==> src/rtl/cfgser_pkg.sv <==
package cfgser_pkg;
   localparam int FRAME_W = 16;
   localparam int ADDR_W  = 3;
   localparam int DATA_W  = 8;
   localparam int NREG    = 4;

   // register 0 bit positions
   localparam int CTL_RUN    = 7;
   localparam int CTL_DRV    = 5;
   localparam int CTL_CDS    = 4;
   localparam int CTL_FT_LSB = 2;
   localparam int CTL_DUAL   = 1;
   localparam int CTL_PWR    = 0;
   // register 3 bit positions
   localparam int SMP_TSMP   = 5;
   localparam int SMP_W_LSB  = 3;
   localparam int SMP_SPLIT  = 0;
   localparam int GAIN_W     = 6;

   function automatic logic [DATA_W-1:0] reg_default(input int idx);
      return (idx == 1) ? DATA_W'(8'h80) : '0;
   endfunction
endpackage

==> src/rtl/cfgser_sync.sv <==
module cfgser_sync #(
   parameter int               STAGES  = 2,
   parameter int               WIDTH   = 1,
   parameter logic [WIDTH-1:0] RST_VAL = '0
) (
   input  logic             clk,
   input  logic             rst_n,
   input  logic [WIDTH-1:0] d,
   output logic [WIDTH-1:0] q
);
   logic [WIDTH-1:0] stg [STAGES];

   if (STAGES < 2) begin : g_bad_stages
      $error("cfgser_sync: STAGES must be at least 2");
   end

   for (genvar i = 0; i < STAGES; i++) begin : g_stage
      if (i == 0) begin : g_first
         always_ff @(posedge clk or negedge rst_n) begin
            if (!rst_n) stg[0] <= RST_VAL;
            else        stg[0] <= d;
         end
      end else begin : g_next
         always_ff @(posedge clk or negedge rst_n) begin
            if (!rst_n) stg[i] <= RST_VAL;
            else        stg[i] <= stg[i-1];
         end
      end
   end

   assign q = stg[STAGES-1];
endmodule

==> src/rtl/cfgser_frame.sv <==
module cfgser_frame #(
   parameter int FRAME_W = cfgser_pkg::FRAME_W,
   parameter int ADDR_W  = cfgser_pkg::ADDR_W,
   parameter int DATA_W  = cfgser_pkg::DATA_W
) (
   input  logic               clk,
   input  logic               rst_n,
   input  logic               en_n_s,
   input  logic               sclk_s,
   input  logic               sdat_s,
   output logic               wr_valid,
   output logic [FRAME_W-1:0] wr_word
);
   localparam int CNT_W = $clog2(FRAME_W + 1);
   localparam logic [CNT_W-1:0] FULL = CNT_W'(FRAME_W);

   if (FRAME_W <= ADDR_W + DATA_W) begin : g_bad_frame
      $error("cfgser_frame: FRAME_W must exceed ADDR_W + DATA_W");
   end

   logic               sclk_d, en_d;
   logic [CNT_W-1:0]   cnt;
   logic [FRAME_W-1:0] shreg;
   logic               sclk_rise, en_rise;

   assign sclk_rise = sclk_s & ~sclk_d;
   assign en_rise   = en_n_s & ~en_d;

   always_ff @(posedge clk or negedge rst_n) begin
      if (!rst_n) begin
         sclk_d   <= 1'b0;
         en_d     <= 1'b1;
         cnt      <= '0;
         shreg    <= '0;
         wr_valid <= 1'b0;
         wr_word  <= '0;
      end else begin
         sclk_d   <= sclk_s;
         en_d     <= en_n_s;
         wr_valid <= en_rise && (cnt == FULL);
         if (en_rise && (cnt == FULL)) wr_word <= shreg;
         if (en_n_s) begin
            cnt <= '0;
         end else if (sclk_rise) begin
            shreg <= {shreg[FRAME_W-2:0], sdat_s};
            if (cnt != FULL) cnt <= cnt + 1'b1;
         end
      end
   end


   commit_pulse_chk: assert property (@(posedge clk) disable iff (!rst_n)
      wr_valid |=> !wr_valid);

   no_commit_in_window_chk: assert property (@(posedge clk) disable iff (!rst_n)
      !en_n_s |=> !wr_valid);

   count_saturate_chk: assert property (@(posedge clk) disable iff (!rst_n)
      (cnt == FULL && !en_n_s) |=> (cnt == FULL || en_n_s));

   count_idle_chk: assert property (@(posedge clk) disable iff (!rst_n)
      (!sclk_rise && !en_n_s) |=> (cnt == $past(cnt) || en_n_s));
endmodule

==> src/rtl/cfgser_bank.sv <==
module cfgser_bank #(
   parameter int FRAME_W = cfgser_pkg::FRAME_W,
   parameter int ADDR_W  = cfgser_pkg::ADDR_W,
   parameter int DATA_W  = cfgser_pkg::DATA_W,
   parameter int NREG    = cfgser_pkg::NREG,
   parameter int RUN_BIT = cfgser_pkg::CTL_RUN
) (
   input  logic                       clk,
   input  logic                       rst_n,
   input  logic                       wr_valid,
   input  logic [FRAME_W-1:0]         wr_word,
   output logic [NREG-1:0][DATA_W-1:0] regs_o
);
   localparam int IDX_W = $clog2(NREG);

   if (NREG < 2 || NREG > (1 << ADDR_W)) begin : g_bad_nreg
      $error("cfgser_bank: NREG must lie in 2 .. 2**ADDR_W");
   end

   logic [ADDR_W-1:0] wr_addr;
   logic [DATA_W-1:0] wr_data;
   logic [DATA_W-1:0] regs [NREG];
   logic [NREG-1:0][DATA_W-1:0] dflt;
   logic              run, others_dflt, addr_hit;
   logic              unused_pad;

   assign wr_addr    = wr_word[DATA_W +: ADDR_W];
   assign wr_data    = wr_word[DATA_W-1:0];
   assign unused_pad = ^wr_word[FRAME_W-1:DATA_W+ADDR_W];
   assign run        = regs[0][RUN_BIT];
   assign addr_hit   = int'(wr_addr) < NREG;

   for (genvar g = 0; g < NREG; g++) begin : g_reg
      assign dflt[g]   = cfgser_pkg::reg_default(g);
      assign regs_o[g] = regs[g];
   end

   always_ff @(posedge clk or negedge rst_n) begin
      if (!rst_n) begin
         for (int i = 0; i < NREG; i++) regs[i] <= dflt[i];
      end else if (wr_valid) begin
         if (wr_addr == '0) begin
            regs[0] <= wr_data;
            if (!wr_data[RUN_BIT])
               for (int i = 1; i < NREG; i++) regs[i] <= dflt[i];
         end else if (run && addr_hit) begin
            regs[wr_addr[IDX_W-1:0]] <= wr_data;
         end
      end
   end

   always_comb begin
      others_dflt = 1'b1;
      for (int i = 1; i < NREG; i++)
         if (regs_o[i] != dflt[i]) others_dflt = 1'b0;
   end


   hold_dflt_chk: assert property (@(posedge clk) disable iff (!rst_n)
      !run |-> others_dflt);

   soft_clear_chk: assert property (@(posedge clk) disable iff (!rst_n)
      (wr_valid && wr_addr == '0 && !wr_data[RUN_BIT]) |=> (others_dflt && !run));

   bank_hold_chk: assert property (@(posedge clk) disable iff (!rst_n)
      (!wr_valid || !addr_hit) |=> (regs_o == $past(regs_o)));
endmodule

==> src/rtl/cfgser_port.sv <==
module cfgser_port #(
   parameter int SYNC_STAGES = 2,
   parameter int FRAME_W     = cfgser_pkg::FRAME_W,
   parameter int ADDR_W      = cfgser_pkg::ADDR_W,
   parameter int DATA_W      = cfgser_pkg::DATA_W,
   parameter int NREG        = cfgser_pkg::NREG
) (
   input  logic       clk,
   input  logic       rst_n,
   input  logic       ser_en_n,
   input  logic       ser_clk,
   input  logic       ser_dat,
   output logic       out_en_n,
   output logic       run,
   output logic       drive_x2,
   output logic       cds_mode,
   output logic [1:0] ft_pos,
   output logic       dual_edge,
   output logic       power_up,
   output logic [7:0] offset_code,
   output logic [5:0] gain_code,
   output logic       tsmp_sample,
   output logic [1:0] shd_width,
   output logic       split_order
);
   import cfgser_pkg::*;

   if (DATA_W != 8 || NREG != 4) begin : g_bad_map
      $error("cfgser_port: field map assumes four 8-bit registers");
   end

   logic [2:0]                   lines_s;
   logic                         wr_valid;
   logic [FRAME_W-1:0]           wr_word;
   logic [NREG-1:0][DATA_W-1:0]  regs;
   logic                         unused_rsvd;

   cfgser_sync #(
      .STAGES (SYNC_STAGES),
      .WIDTH  (3),
      .RST_VAL(3'b100)
   ) u_sync (
      .clk  (clk),
      .rst_n(rst_n),
      .d    ({ser_en_n, ser_clk, ser_dat}),
      .q    (lines_s)
   );

   cfgser_frame #(
      .FRAME_W(FRAME_W),
      .ADDR_W (ADDR_W),
      .DATA_W (DATA_W)
   ) u_frame (
      .clk     (clk),
      .rst_n   (rst_n),
      .en_n_s  (lines_s[2]),
      .sclk_s  (lines_s[1]),
      .sdat_s  (lines_s[0]),
      .wr_valid(wr_valid),
      .wr_word (wr_word)
   );

   cfgser_bank #(
      .FRAME_W(FRAME_W),
      .ADDR_W (ADDR_W),
      .DATA_W (DATA_W),
      .NREG   (NREG),
      .RUN_BIT(CTL_RUN)
   ) u_bank (
      .clk     (clk),
      .rst_n   (rst_n),
      .wr_valid(wr_valid),
      .wr_word (wr_word),
      .regs_o  (regs)
   );

   assign out_en_n    = ser_en_n;
   assign run         = regs[0][CTL_RUN];
   assign drive_x2    = regs[0][CTL_DRV];
   assign cds_mode    = regs[0][CTL_CDS];
   assign ft_pos      = regs[0][CTL_FT_LSB +: 2];
   assign dual_edge   = regs[0][CTL_DUAL];
   assign power_up    = regs[0][CTL_PWR];
   assign offset_code = regs[1];
   assign gain_code   = regs[2][GAIN_W-1:0];
   assign tsmp_sample = regs[3][SMP_TSMP];
   assign shd_width   = regs[3][SMP_W_LSB +: 2];
   assign split_order = regs[3][SMP_SPLIT];
   assign unused_rsvd = ^{regs[0][6], regs[2][7:6], regs[3][7:6], regs[3][2:1]};
endmodule

==> config.mk <==
export PLATFORM = sky130hd
export DESIGN_NAME = cfgser_port
export DESIGN_NICKNAME = d
export VERILOG_FILES = /design/src/rtl/cfgser_pkg.sv /design/src/rtl/cfgser_sync.sv /design/src/rtl/cfgser_frame.sv /design/src/rtl/cfgser_bank.sv /design/src/rtl/cfgser_port.sv
export SDC_FILE = /design/constraint.sdc
export NUM_CORES = 1
export LEC_CHECK = 0
export BUFFER_PORTS_ARGS = -buffer_cell sky130_fd_sc_hd__buf_2
export CORE_AREA = 2 2 90 71
export DETAILED_ROUTE_END_ITERATION = 8
export DIE_AREA = 0 0 92 73
export HOLD_SLACK_MARGIN = 0.02
export PLACE_DENSITY = 0.76
export SLEW_MARGIN = 20
export SYNTH_ARGS = -nofsm -noshare
export SYNTH_HDL_FRONTEND = slang
export SYNTH_HIERARCHICAL = 1
export SYNTH_SLANG_ARGS = --single-unit
==> constraint.sdc <==
create_clock -name clk -period 3.48 [get_ports clk]
set_clock_uncertainty 0.1 [all_clocks]
set_input_delay 0 -clock clk [delete_from_list [all_inputs] [get_ports clk]]
set_output_delay 0 -clock clk [all_outputs]
set_load 0.1 [all_outputs]
==> metrics.txt <==
vias=1416; Fin Setup TNS=0 ns; hold depth=2; Setup CP Type=reg2reg; drt total wl=4.30 mm; Worst Slack Setup Final=1.77 ns; clock sinks=61; initial antenna violation count=0; grt total ovfl=0; Hold Startpoint=ser_dat; top-level port count=31; clk_lat worst skew=0.33 ns; Post-route DRC=0; R2R cell count=3; number of global-route vias before repair=1506; placed insts=267; CP Data Arrival Time=1.88 ns; startpoint class of the critical path=register; post-synthesis cell area=2430 um^2; Comb pwr share=4.8%; net count reported at finish=208; first-pass GRT wire length=7.57 mm; fin crit period=1.71 ns; core area=5940 um^2; Int Pwr=0.00125 W; Die Area=6720 um^2; Max Used Layer=met4; Detailed Routing Iterations Pass 1=4; CP max stage cell=nor4_2; cells after synthesis=163; DR vias/cell=4.93; R2R Setup Slk=1.77 ns; die width=92 um; placer congestion estimate=0.772; post-route cell area=2890 um^2; relative slew slack=40.3%; Tcrit/Tclk final=49.2%; Clk pwr share=44.3%; Area growth syn-to-layout=19.2%; clock buffer count from CTS=9; Port Buf Inserts=30; met3 wire len=189 um; CTS max path bufs=2; WL/cell=15.0 um; unrepaired setup endpoints after global routing=no; worst hold path class=in2reg; CP Data Required Time=3.65 ns; H-tree levels=3; share of power burned in registers=50.8%; CTS tree=done; starting density of the core=40.8%; drt initial violations=69; reg-to-reg endpoint=u_bank/regs_o[8]; M1 wire length=2.05 mm; largest net degree at the start of global routing=43; Leak=1.45 nW; Antenna Cells=0; final hold vios=0; CP Capture Type=register; Place WS=1.75 ns; HPWL after detailed placement=2.98 mm; Highest Clock Rate=584 MHz; Die H=73 um; number of gates resized after cts=0; cell area after placement=2630 um^2; # Max-Cap Violations=0; DR WL met2=2.01 mm; Total GRT Usage=15.0%; Final Non-Filler Cells=287; Worst Hold End=u_sync/stg[3]; CP cell instances=inv_1 > nor4_2 > a22o_1; num rows=25; pwr/cell area=545 nW/um^2; Net Switching=0.000329 W; clk slew on worst S/H paths=0.07 ns; root buffer cell=clkbuf_8; sw frac=20.9%; post-route ant nets=0; # setup viols final=0; Slew @ Worst Pin=0.895 ns; count of pins over their slew limit=0; Synth Warn #=6; share of layout cells above drive strength 1=41.7%; syn nets=170; slowest stage delay, CP=0.63 ns; worst r2r src=u_frame/wr_word[8]; peak supply drop=0.000264 V; Mean Syn Cell Area=14.9 um^2; outcome=complete, no violations; CP Max Fanout=9
-- state kept, by name, indices dropped and copies added (netlist names) --
signal and cells:
u_frame/en_d 1, u_frame/wr_word 11, u_frame/shreg 11, u_sync/q 3, u_frame/sclk_d 1, u_frame/cnt 5, u_sync/stg 3, u_bank/regs_o 25
u_frame/wr_valid 1
-- worst max-delay path: cells and delay by family (launching register included) --
| family | cells | cell delay, ns |
|---|---|---|
| and+or+nand+nor | 1 | 0.63 |
| DFF | 1 | 0.55 |
| AOI/OAI and AO/OA | 1 | 0.22 |
| buffers and inverters | 1 | 0.15 |
-- cell usage in the layout, fill, tap and decap left out, types with 2 or more instances in the layout --
master / n
a21oi_1: 6
clkbuf_1: 2
dfstp_2: 4
clkbuf_8: 11
nand2_1: 3
mux2_2: 24
inv_1: 5
mux2_4: 5
dfrtp_1: 57
o21ai_0: 3
nor3_2: 2
buf_2: 30
nand2b_1: 5
nand3_1: 2
dlygate4sd3_1: 4
ha_1: 2
a22o_1: 17
or3_1: 5
bufinv_16: 2
-- power groups by stage --
stage / combinational [W] / clock [W] / sequential (W)
final: 0.0000763 / 0.000698 / 0.000801
after global routing: 0.0000875 / 0.000756 / 0.000808
after CTS: 0.0000787 / 0.000719 / 0.000801
after detailed placement: 0.0000752 / 0 / 0.000814
after global placement: 0.0000721 / 0 / 0.000809
after floorplan: 0.0000585 / 0 / 0.000795
-- worst max-delay path by stage --
stage / cells past startpoint / to / start
after floorplan: 3 / u_bank/regs_o[16] / u_bank/regs_o[7]
after global placement: 3 / u_bank/regs_o[14] / u_frame/wr_word[8]
after detailed placement: 3 / u_bank/regs_o[10] / u_frame/wr_word[8]
after CTS: 3 / u_bank/regs_o[14] / u_frame/wr_word[8]
after global routing: 3 / u_bank/regs_o[13] / u_frame/wr_word[8]
final: 3 / u_bank/regs_o[8] / u_frame/wr_word[8]
-- timing repair --
action	4_1_cts	5_1_grt
setup endpoints to repair	0	0
buffers inserted	0	0
hold buffers	4	0
endpoints found under the hold margin	41	0
-- area by class of cell --
cell class	count	area [um^2]
inverters	5	18.8
fillers	533	3050
flip-flops and latches	61	1530
repair buffers	35	198
multi-input cells	89	818
clock buffers	13	159
clock inverters	3	67.6
well taps	81	101
-- metrics by stage --
step | util, % | total power, W | hold slack, ns
finish | 48.7 | 0.00158 | 0.210
detailed placement | 44.2 | 0.000889 | 0.0106
global placement | 44.2 | 0.000881 | 0.0103
CTS | 48.7 | 0.00160 | 0.185
floorplan | - | 0.000853 | -0.396
global route | 48.7 | 0.00165 | 0.205
-- metal layers --
layer	GRT usage (%)	vias to the layer above
met5	0	-
met4	6.47	0
met3	5.99	5
met2	23.8	28
met1	18.6	715
li1	-	668
Power figures use the tool's default switching activity.
